$ cat src/rtl/cpu_rs_pkg.sv
package cpu_rs_pkg;
  localparam int BW = 8;
  localparam int WW = 2 * BW;
  localparam int AW = 3 * BW;

  localparam int P_N = 7;
  localparam int P_V = 6;
  localparam int P_M = 5;
  localparam int P_X = 4;
  localparam int P_D = 3;
  localparam int P_I = 2;

  localparam logic [BW-1:0] P_SET_MASK = BW'((1 << P_M) | (1 << P_X) | (1 << P_I));
  localparam logic [BW-1:0] P_CLR_MASK = BW'(1 << P_D);

  typedef enum logic [3:0] {
    S_RES, S_INT0, S_INT1, S_STK0, S_STK1, S_STK2, S_VLO, S_VHI, S_RUN
  } seq_st_e;

  typedef enum logic [2:0] {
    SEL_D, SEL_X, SEL_Y, SEL_SP, SEL_DBR, SEL_PBR, SEL_P, SEL_E
  } reg_sel_e;
endpackage

$ cat src/rtl/cpu_rs_filter.sv
module cpu_rs_filter #(
  parameter int HOLD_CYC = 2
) (
  input  logic clk_i,
  input  logic rst_ni,
  input  logic res_ni,
  output logic hit_o,
  output logic armed_o
);
  localparam int CW = $clog2(HOLD_CYC + 1);

  logic [CW-1:0] cnt_q;

  always_ff @(posedge clk_i or negedge rst_ni) begin
    if (!rst_ni)                      cnt_q <= '0;
    else if (res_ni)                  cnt_q <= '0;
    else if (cnt_q != CW'(HOLD_CYC))  cnt_q <= cnt_q + CW'(1);
  end

  // this low sample completes the hold
  assign hit_o   = !res_ni && (cnt_q >= CW'(HOLD_CYC - 1));
  assign armed_o = (cnt_q == CW'(HOLD_CYC));

  // one isolated low sample never qualifies
  a_r1_single_low: assert property (@(posedge clk_i) disable iff (!rst_ni)
    (!res_ni && $past(res_ni)) |-> !hit_o);
endmodule

$ cat src/rtl/cpu_rs_fsm.sv
module cpu_rs_fsm import cpu_rs_pkg::*; #(
  parameter logic [WW-1:0] VEC_ADDR = 16'hFFFC
) (
  input  logic          clk_i,
  input  logic          rst_ni,
  input  logic          res_ni,
  input  logic          rdy_i,
  input  logic          hit_i,
  input  logic          armed_i,
  input  logic          stp_i,
  input  logic          wai_i,
  input  logic [WW-1:0] sp_i,
  input  logic [BW-1:0] pbr_i,
  input  logic [WW-1:0] pc_i,
  output logic [AW-1:0] addr_o,
  output logic          rw_o,
  output logic          vda_o,
  output logic          vpa_o,
  output logic          vp_no,
  output logic          stopped_o,
  output logic          waiting_o,
  output logic          force_o,
  output logic          run_o,
  output logic          sp_dec_o,
  output logic          lo_we_o,
  output logic          pc_we_o
);
  seq_st_e st_q, st_d;
  logic    adv;

  always_comb begin
    st_d = st_q;
    if (!res_ni) begin
      if (st_q != S_RUN || hit_i) st_d = S_RES;
    end else begin
      case (st_q)
        S_RES:   st_d = armed_i ? S_INT0 : S_RES;
        S_RUN:   st_d = S_RUN;
        default: if (rdy_i) begin
          case (st_q)
            S_INT0:  st_d = S_INT1;
            S_INT1:  st_d = S_STK0;
            S_STK0:  st_d = S_STK1;
            S_STK1:  st_d = S_STK2;
            S_STK2:  st_d = S_VLO;
            S_VLO:   st_d = S_VHI;
            default: st_d = S_RUN;
          endcase
        end
      endcase
    end
  end

  always_ff @(posedge clk_i or negedge rst_ni) begin
    if (!rst_ni) st_q <= S_RES;
    else         st_q <= st_d;
  end

  always_ff @(posedge clk_i or negedge rst_ni) begin
    if (!rst_ni) begin
      stopped_o <= 1'b0;
      waiting_o <= 1'b0;
    end else if (st_q == S_RES) begin
      stopped_o <= 1'b0;
      waiting_o <= 1'b0;
    end else if (st_q == S_RUN) begin
      if (stp_i) stopped_o <= 1'b1;
      if (wai_i) waiting_o <= 1'b1;
    end
  end

  assign adv      = res_ni && rdy_i && st_q != S_RES && st_q != S_RUN;
  assign force_o  = (st_q == S_RES);
  assign run_o    = (st_q == S_RUN);
  assign sp_dec_o = adv && (st_q == S_STK0 || st_q == S_STK1 || st_q == S_STK2);
  assign lo_we_o  = adv && (st_q == S_VLO);
  assign pc_we_o  = adv && (st_q == S_VHI);

  always_comb begin
    addr_o = {pbr_i, pc_i};
    rw_o   = 1'b1;
    vda_o  = 1'b0;
    vpa_o  = 1'b0;
    vp_no  = 1'b1;
    case (st_q)
      S_STK0, S_STK1, S_STK2: begin
        vda_o  = 1'b1;
        addr_o = {{BW{1'b0}}, sp_i};
      end
      S_VLO: begin
        vda_o  = 1'b1;
        vp_no  = 1'b0;
        addr_o = {{BW{1'b0}}, VEC_ADDR};
      end
      S_VHI: begin
        vda_o  = 1'b1;
        vp_no  = 1'b0;
        addr_o = {{BW{1'b0}}, VEC_ADDR | WW'(1)};
      end
      S_RUN: if (!stopped_o && !waiting_o) begin
        vda_o = 1'b1;
        vpa_o = 1'b1;
      end
      default: ;
    endcase
  end

  a_r2_release_ignores_rdy: assert property (@(posedge clk_i) disable iff (!rst_ni)
    (st_q == S_RES && res_ni && armed_i && !rdy_i) |=> (st_q == S_INT0));
  a_r7_vector_pair: assert property (@(posedge clk_i) disable iff (!rst_ni)
    (!vp_no && addr_o[WW-1:0] == VEC_ADDR && res_ni && rdy_i) |=>
      (!vp_no && addr_o == {{BW{1'b0}}, VEC_ADDR | WW'(1)}));
  a_r9_abort_quiet: assert property (@(posedge clk_i) disable iff (!rst_ni)
    (st_q != S_RUN && !res_ni) |=> (!vda_o && !vpa_o && vp_no && rw_o));
  a_r10_pull_is_data: assert property (@(posedge clk_i) disable iff (!rst_ni)
    !vp_no |-> (vda_o && !vpa_o));
endmodule

$ cat src/rtl/cpu_rs_regs.sv
module cpu_rs_regs import cpu_rs_pkg::*; #(
  parameter logic [BW-1:0] STK_PAGE = 8'h01
) (
  input  logic          clk_i,
  input  logic          rst_ni,
  input  logic          force_i,
  input  logic          run_i,
  input  logic          sp_dec_i,
  input  logic          lo_we_i,
  input  logic          pc_we_i,
  input  logic [BW-1:0] rdata_i,
  input  logic          wr_en_i,
  input  logic [2:0]    wr_sel_i,
  input  logic [WW-1:0] wr_data_i,
  output logic [WW-1:0] dir_o,
  output logic [WW-1:0] x_o,
  output logic [WW-1:0] y_o,
  output logic [WW-1:0] sp_o,
  output logic [BW-1:0] dbr_o,
  output logic [BW-1:0] pbr_o,
  output logic [BW-1:0] p_o,
  output logic          e_o,
  output logic [WW-1:0] pc_o
);
  logic [BW-1:0] vlo_q;

  always_ff @(posedge clk_i or negedge rst_ni) begin
    if (!rst_ni) begin
      dir_o <= '0;
      x_o   <= '0;
      y_o   <= '0;
      sp_o  <= {STK_PAGE, {BW{1'b1}}};
      dbr_o <= '0;
      pbr_o <= '0;
      p_o   <= P_SET_MASK;
      e_o   <= 1'b1;
      pc_o  <= '0;
      vlo_q <= '0;
    end else if (force_i) begin
      dir_o           <= '0;
      x_o[WW-1:BW]    <= '0;
      y_o[WW-1:BW]    <= '0;
      sp_o[WW-1:BW]   <= STK_PAGE;
      dbr_o           <= '0;
      pbr_o           <= '0;
      p_o             <= (p_o | P_SET_MASK) & ~P_CLR_MASK;
      e_o             <= 1'b1;
    end else begin
      if (sp_dec_i) sp_o[BW-1:0] <= sp_o[BW-1:0] - BW'(1);
      if (lo_we_i)  vlo_q <= rdata_i;
      if (pc_we_i)  pc_o  <= {rdata_i, vlo_q};
      if (wr_en_i && run_i) begin
        case (reg_sel_e'(wr_sel_i))
          SEL_D:   dir_o <= wr_data_i;
          SEL_X:   x_o   <= wr_data_i;
          SEL_Y:   y_o   <= wr_data_i;
          SEL_SP:  sp_o  <= wr_data_i;
          SEL_DBR: dbr_o <= wr_data_i[BW-1:0];
          SEL_PBR: pbr_o <= wr_data_i[BW-1:0];
          SEL_P:   p_o   <= wr_data_i[BW-1:0];
          default: e_o   <= wr_data_i[0];
        endcase
      end
    end
  end

  a_r3_forced_regs: assert property (@(posedge clk_i) disable iff (!rst_ni)
    force_i |=> (dir_o == '0 && dbr_o == '0 && pbr_o == '0 && sp_o[WW-1:BW] == STK_PAGE
                 && x_o[WW-1:BW] == '0 && y_o[WW-1:BW] == '0
                 && sp_o[BW-1:0] == $past(sp_o[BW-1:0])));
  a_r4_forced_flags: assert property (@(posedge clk_i) disable iff (!rst_ni)
    force_i |=> (p_o[P_M] && p_o[P_X] && p_o[P_I] && !p_o[P_D] && e_o
                 && p_o[P_N:P_V] == $past(p_o[P_N:P_V]) && p_o[1:0] == $past(p_o[1:0])));
  a_r6_stack_step: assert property (@(posedge clk_i) disable iff (!rst_ni)
    sp_dec_i |=> (sp_o[BW-1:0] == $past(sp_o[BW-1:0]) - BW'(1)
                  && sp_o[WW-1:BW] == $past(sp_o[WW-1:BW])));
  a_r8_pc_load: assert property (@(posedge clk_i) disable iff (!rst_ni)
    pc_we_i |=> (pc_o[WW-1:BW] == $past(rdata_i) && pbr_o == '0));
endmodule

$ cat src/rtl/cpu_reset_seq.sv
module cpu_reset_seq import cpu_rs_pkg::*; #(
  parameter int            HOLD_CYC = 2,
  parameter logic [WW-1:0] VEC_ADDR = 16'hFFFC,
  parameter logic [BW-1:0] STK_PAGE = 8'h01
) (
  input  logic          clk_i,
  input  logic          rst_ni,
  input  logic          res_ni,
  input  logic          rdy_i,
  input  logic [BW-1:0] rdata_i,
  input  logic          stp_i,
  input  logic          wai_i,
  input  logic          wr_en_i,
  input  logic [2:0]    wr_sel_i,
  input  logic [WW-1:0] wr_data_i,
  output logic [AW-1:0] addr_o,
  output logic          rw_o,
  output logic          vda_o,
  output logic          vpa_o,
  output logic          vp_no,
  output logic          mx_o,
  output logic          emu_o,
  output logic          stopped_o,
  output logic          waiting_o,
  output logic [WW-1:0] dir_o,
  output logic [WW-1:0] x_o,
  output logic [WW-1:0] y_o,
  output logic [WW-1:0] sp_o,
  output logic [BW-1:0] dbr_o,
  output logic [BW-1:0] pbr_o,
  output logic [BW-1:0] p_o
);
  logic          hit, armed, force_c, run_c, sp_dec, lo_we, pc_we, e_q;
  logic [WW-1:0] pc;

  cpu_rs_filter #(.HOLD_CYC(HOLD_CYC)) i_filter (
    .clk_i, .rst_ni, .res_ni, .hit_o(hit), .armed_o(armed)
  );

  cpu_rs_fsm #(.VEC_ADDR(VEC_ADDR)) i_fsm (
    .clk_i, .rst_ni, .res_ni, .rdy_i, .hit_i(hit), .armed_i(armed),
    .stp_i, .wai_i, .sp_i(sp_o), .pbr_i(pbr_o), .pc_i(pc),
    .addr_o, .rw_o, .vda_o, .vpa_o, .vp_no, .stopped_o, .waiting_o,
    .force_o(force_c), .run_o(run_c), .sp_dec_o(sp_dec), .lo_we_o(lo_we), .pc_we_o(pc_we)
  );

  cpu_rs_regs #(.STK_PAGE(STK_PAGE)) i_regs (
    .clk_i, .rst_ni, .force_i(force_c), .run_i(run_c), .sp_dec_i(sp_dec),
    .lo_we_i(lo_we), .pc_we_i(pc_we), .rdata_i, .wr_en_i, .wr_sel_i, .wr_data_i,
    .dir_o, .x_o, .y_o, .sp_o, .dbr_o, .pbr_o, .p_o, .e_o(e_q), .pc_o(pc)
  );

  assign mx_o  = force_c | (p_o[P_M] & p_o[P_X]);
  assign emu_o = force_c | e_q;

  // outputs in reset conditioning
  a_r5_reset_outputs: assert property (@(posedge clk_i) disable iff (!rst_ni)
    (!res_ni && $past(!res_ni) && $past(hit)) |-> (rw_o && !vda_o && !vpa_o && vp_no && mx_o && emu_o));
endmodule

$ cat config.mk
export PLATFORM = sky130hd
export DESIGN_NAME = cpu_reset_seq
export DESIGN_NICKNAME = d
export VERILOG_FILES = /design/src/rtl/cpu_rs_pkg.sv /design/src/rtl/cpu_rs_filter.sv /design/src/rtl/cpu_rs_fsm.sv /design/src/rtl/cpu_rs_regs.sv /design/src/rtl/cpu_reset_seq.sv
export SDC_FILE = /design/constraint.sdc
export NUM_CORES = 1
export LEC_CHECK = 0
export BUFFER_PORTS_ARGS = -buffer_cell sky130_fd_sc_hd__buf_2
export CORE_ASPECT_RATIO = 0.8
export CORE_MARGIN = 1.5
export CORE_UTILIZATION = 26
export CTS_BUF_LIST = sky130_fd_sc_hd__clkbuf_8
export DETAILED_ROUTE_END_ITERATION = 10
export GPL_ROUTABILITY_DRIVEN = 0
export PLACE_DENSITY = 0.42
export SYNTH_ARGS = -nofsm -noshare
export SYNTH_HDL_FRONTEND = slang
export SYNTH_HIERARCHICAL = 1
export SYNTH_SLANG_ARGS = --single-unit
export TNS_END_PERCENT = 5
$ cat constraint.sdc
create_clock -name clk_i -period 4.25 [get_ports clk_i]
set_input_delay 0 -clock clk_i [delete_from_list [all_inputs] [get_ports clk_i]]
set_output_delay 0 -clock clk_i [all_outputs]
set_load 0.02 [all_outputs]
==> summary.md <==
| Metric | Value |
|---|---|
| Most used cell, CP | nand2_1 |
| Port bufs | 152 |
| Synthesized flop and latch total | ~120 |
| Cell taking the most area after synthesis | dfrtp_1 |
| Clk root buf | clkbuf_8 |
| Multi-input combinational cell area | roughly 0.0024 sq mm |
| Worst slew pin tran | between 1 and 1.5 ns |
| CP max stage delay | ~0.93 ns |
| Diodes inserted | 0 |
| Fmax | between 300 and 400 MHz |
| Setup Skew | 0.0130 ns |
| Post-DR wirelength/cell | about 18 um |
| Syn Inst Count | 514 |
| DP Wirelength | 11,900 um |
| CTS max path bufs | 2 |
| Clock slew at reported path FFs | 0.08 ns |
| Post-route cell area | 0.00734 sq mm |
| Total GRT Usage | 15.7% |
| Crit. End Element | register |
| Final net count | 726 |
| Detailed Routing Iterations Pass 1 | 4 |
| RSZ-0062 raised after global routing | false |
| Max cap viols | 0 |
| DRT Wirelength | 17,100 um |
| Die height | 134 um |
| Critical path's slowest cell | dfrtp_1 |
| Worst Hold Class | in2reg |
| Clock Sinks | 121 |
| Post-CTS Resized | 0 |
| Die width | 167 um |
| Worst setup SP type | register |
| Status | finished clean |
| Crit Path Category | reg2reg |
| Main flop type after synthesis | dfrtp_1 |
| H-tree level count | 4 |
| Area Growth Syn to Fin | 31.4% |
| Number of flops mapped to enable cells by yosys | 0 |
| Post-Place Cell Area | 0.00658 sq mm |
| Total gr overflow | 0 |
| Vias in the first global route | ~4,500 |
| Worst-path maximum fanout | 32 |
| Initial antenna violation count | 0 |
| Leakage power | 3.54 nW |
| Seq/Total Area, Yosys | 54.5% |
| Top Ports | about 150 |
| Top delay family on crit path | simple AND/OR/NAND/NOR gates |
| Fin. max-slew vios | 0 |
| Post-synthesis cell type count | 49 |
| Warnings, synthesis | 6 |
| Pwr Density | approximately 380 mW/mm^2 |
| Maximum VDD drop | about 190 uV |
| Crit path time final | around 3 ns |
| Routed Antenna Nets | 0 |
| List of most frequent post-synthesis cells | dfrtp_1, nand2_1, nor2_1, mux2_2, mux2i_1 |
| Setup violators final | 0 |
| Row count | 47 |
| Reg area | between 0.003 and 0.004 sq mm |
| Via Count | 4,476 |
| Synth top area cells | dfrtp_1, mux2_2, mux2i_1, dfstp_2, nand2_1 |
| Core ar. | 0.0209 sq mm |
| CP arrival | 3.42 ns |
| CTS tree | yes |
| Fin. Hold Viols | 0 |
| Slew margin rel. | 31.3% |
| Die area | around 0.022 sq mm |
| Share of post-route cells with drive strength above 1 | a little under two fifths |
| First-pass GRT wire length | 26,500 um |
| Async SR Flop Fraction | 100% |
| Filler instances | 2,110 |
| Drt via density | around 4.6 |
| Synthesized area | 0.00559 sq mm |
| Detailed Route Iter0 Violations | 272 |
| Share of the synthesized area in the top cell type | 48.4% |
| Req. time, crit path | 4.60 ns |
| Reg2reg setup slack | 1.18 ns |
| Largest net degree at the start of global routing | 74 |
| Net Count, Synth | approximately 550 |
| Fin crit share | between 70% and 80% |
| Starting Density | 26.8% |
| Critical path cell sequence | nand2_1 -> inv_1 -> nand3b_1 -> nor3_2 -> nand2_1 -> a21oi_1 |
| Avg Cell Area, Syn | 10.9 sq um |
| Buf/Inv on CP | 1 |
| Most frequent cell after synthesis | dfrtp_1 |
| Setup TNS | 0 ns |
| Total CTS buffers | 17 |
| Clk Latency, worst-skew pair | about 0.44 ns |
| DRC | 0 |
layer usage:
layer  track usage, %  routed length [um]  vias to the layer above
met5                0                   0                        -
met4             4.39                 170                        0
met3             4.54                 918                       14
met2             24.8                7760                      107
met1             21.1                8300                     2209
li1                 -                   -                     2146
stage by stage:
stage               setup WS (ns)  hold slack [ns]  power (mW)  util (%)  instances
finish                       1.18           0.0536        2.81      35.2        971
global route                0.940           0.0494        2.96      35.2        971
CTS                          1.18           0.0306        2.85      35.2        971
detailed placement           1.20            0.176        1.60      31.5        909
global placement             1.36            0.163        1.60      31.5        909
floorplan                    1.69           -0.296        1.45         -        514
cell usage in the layout, fill, tap and decap left out, types with 2 or more instances in the layout:
| cell | Yosys | final |
|---|---|---|
| buf_2 | 7 | 151 |
| dfrtp_1 | 108 | 108 |
| nand2_1 | 61 | 61 |
| nor2_1 | 52 | 52 |
| mux2_2 | 45 | 45 |
| mux2i_1 | 36 | 36 |
| a21oi_1 | 31 | 31 |
| dlygate4sd3_1 | 0 | 30 |
| clkbuf_8 | 0 | 19 |
| nor3_1 | 18 | 17 |
| o21a_1 | 16 | 16 |
| or4_1 | 14 | 14 |
| dfstp_2 | 13 | 13 |
| inv_1 | 10 | 11 |
| nor2b_1 | 11 | 10 |
| o21ai_0 | 9 | 9 |
| buf_4 | 3 | 6 |
| bufinv_16 | 0 | 5 |
| nand3_1 | 5 | 5 |
| o22a_1 | 5 | 5 |
| nand2b_1 | 4 | 4 |
| a31oi_1 | 4 | 4 |
| a21o_1 | 3 | 3 |
| clkinv_2 | 0 | 3 |
| clkinvlp_4 | 0 | 3 |
| ha_1 | 3 | 3 |
| nand3b_1 | 3 | 3 |
| o22ai_1 | 3 | 3 |
| or3_1 | 3 | 3 |
| nor2_2 | 3 | 3 |
| a21oi_2 | 2 | 2 |
| o211ai_1 | 2 | 2 |
worst register-to-register path, cell delays in order (launching register included):
cell	delay, ns
dfrtp_1	0.93
nand2_1	0.21
inv_1	0.19
nand3b_1	0.40
nor3_2	0.92
nand2_1	0.16
a21oi_1	0.17
cell type report:
class	instances	share of cell area, %
Clock inverter	13	2.73
Clock buffer	19	3.56
Inverter	10	0.511
Multi-Input combinational cell	352	32.2
Tap cell	269	4.58
Sequential cell	121	41.4
Timing Repair Buffer	187	15.0
registers in the layout, summed over array words and instances (netlist names):
signal and cells:
i_filter/cnt_q 2, i_regs/vlo_q 8, i_regs/dbr_o 8, i_regs/p_o 8, i_regs/pc_o 16, i_regs/dir_o 16
i_fsm/stopped_o 1, i_regs/pbr_o 8, i_regs/sp_o 16, i_regs/y_o 16, i_fsm/st_q 4, i_regs/e_o 1
i_regs/x_o 16, i_fsm/waiting_o 1
worst paths after layout:
check	start	end	cells past startpoint
max	i_fsm/st_q[3]	i_regs/dir_o[9]	6
min in group asynchronous	rst_ni	i_regs/y_o[9]	3
min	wr_sel_i[1]	i_regs/dir_o[1]	4
max reg2reg	i_fsm/st_q[3]	i_regs/dir_o[9]	6
max in group asynchronous	rst_ni	i_regs/vlo_q[2]	3
min reg2reg	i_regs/x_o[2]	i_regs/x_o[2]	1
report_power, final:
part,internal [mW],switching (mW),leakage (nW)
clock,0.725,0.482,0.229
sequential,1.19,0.0435,1.64
combinational,0.122,0.248,1.67
repair_timing:
item,CTS,global route
hold endpoints to repair,208,0
hold buffers,30,0
buffers inserted,0,0
logic make-up after synthesis:
family | share of synthesized area, %
simple gates | 16.0
flops | 54.5
compound gates | 9.65
mux | 15.5
buf+inv | 3.47
fa+ha+maj | 0.672
other cells | 0.0671
xor+xnor | 0.157
Power figures use the tool's default switching activity.
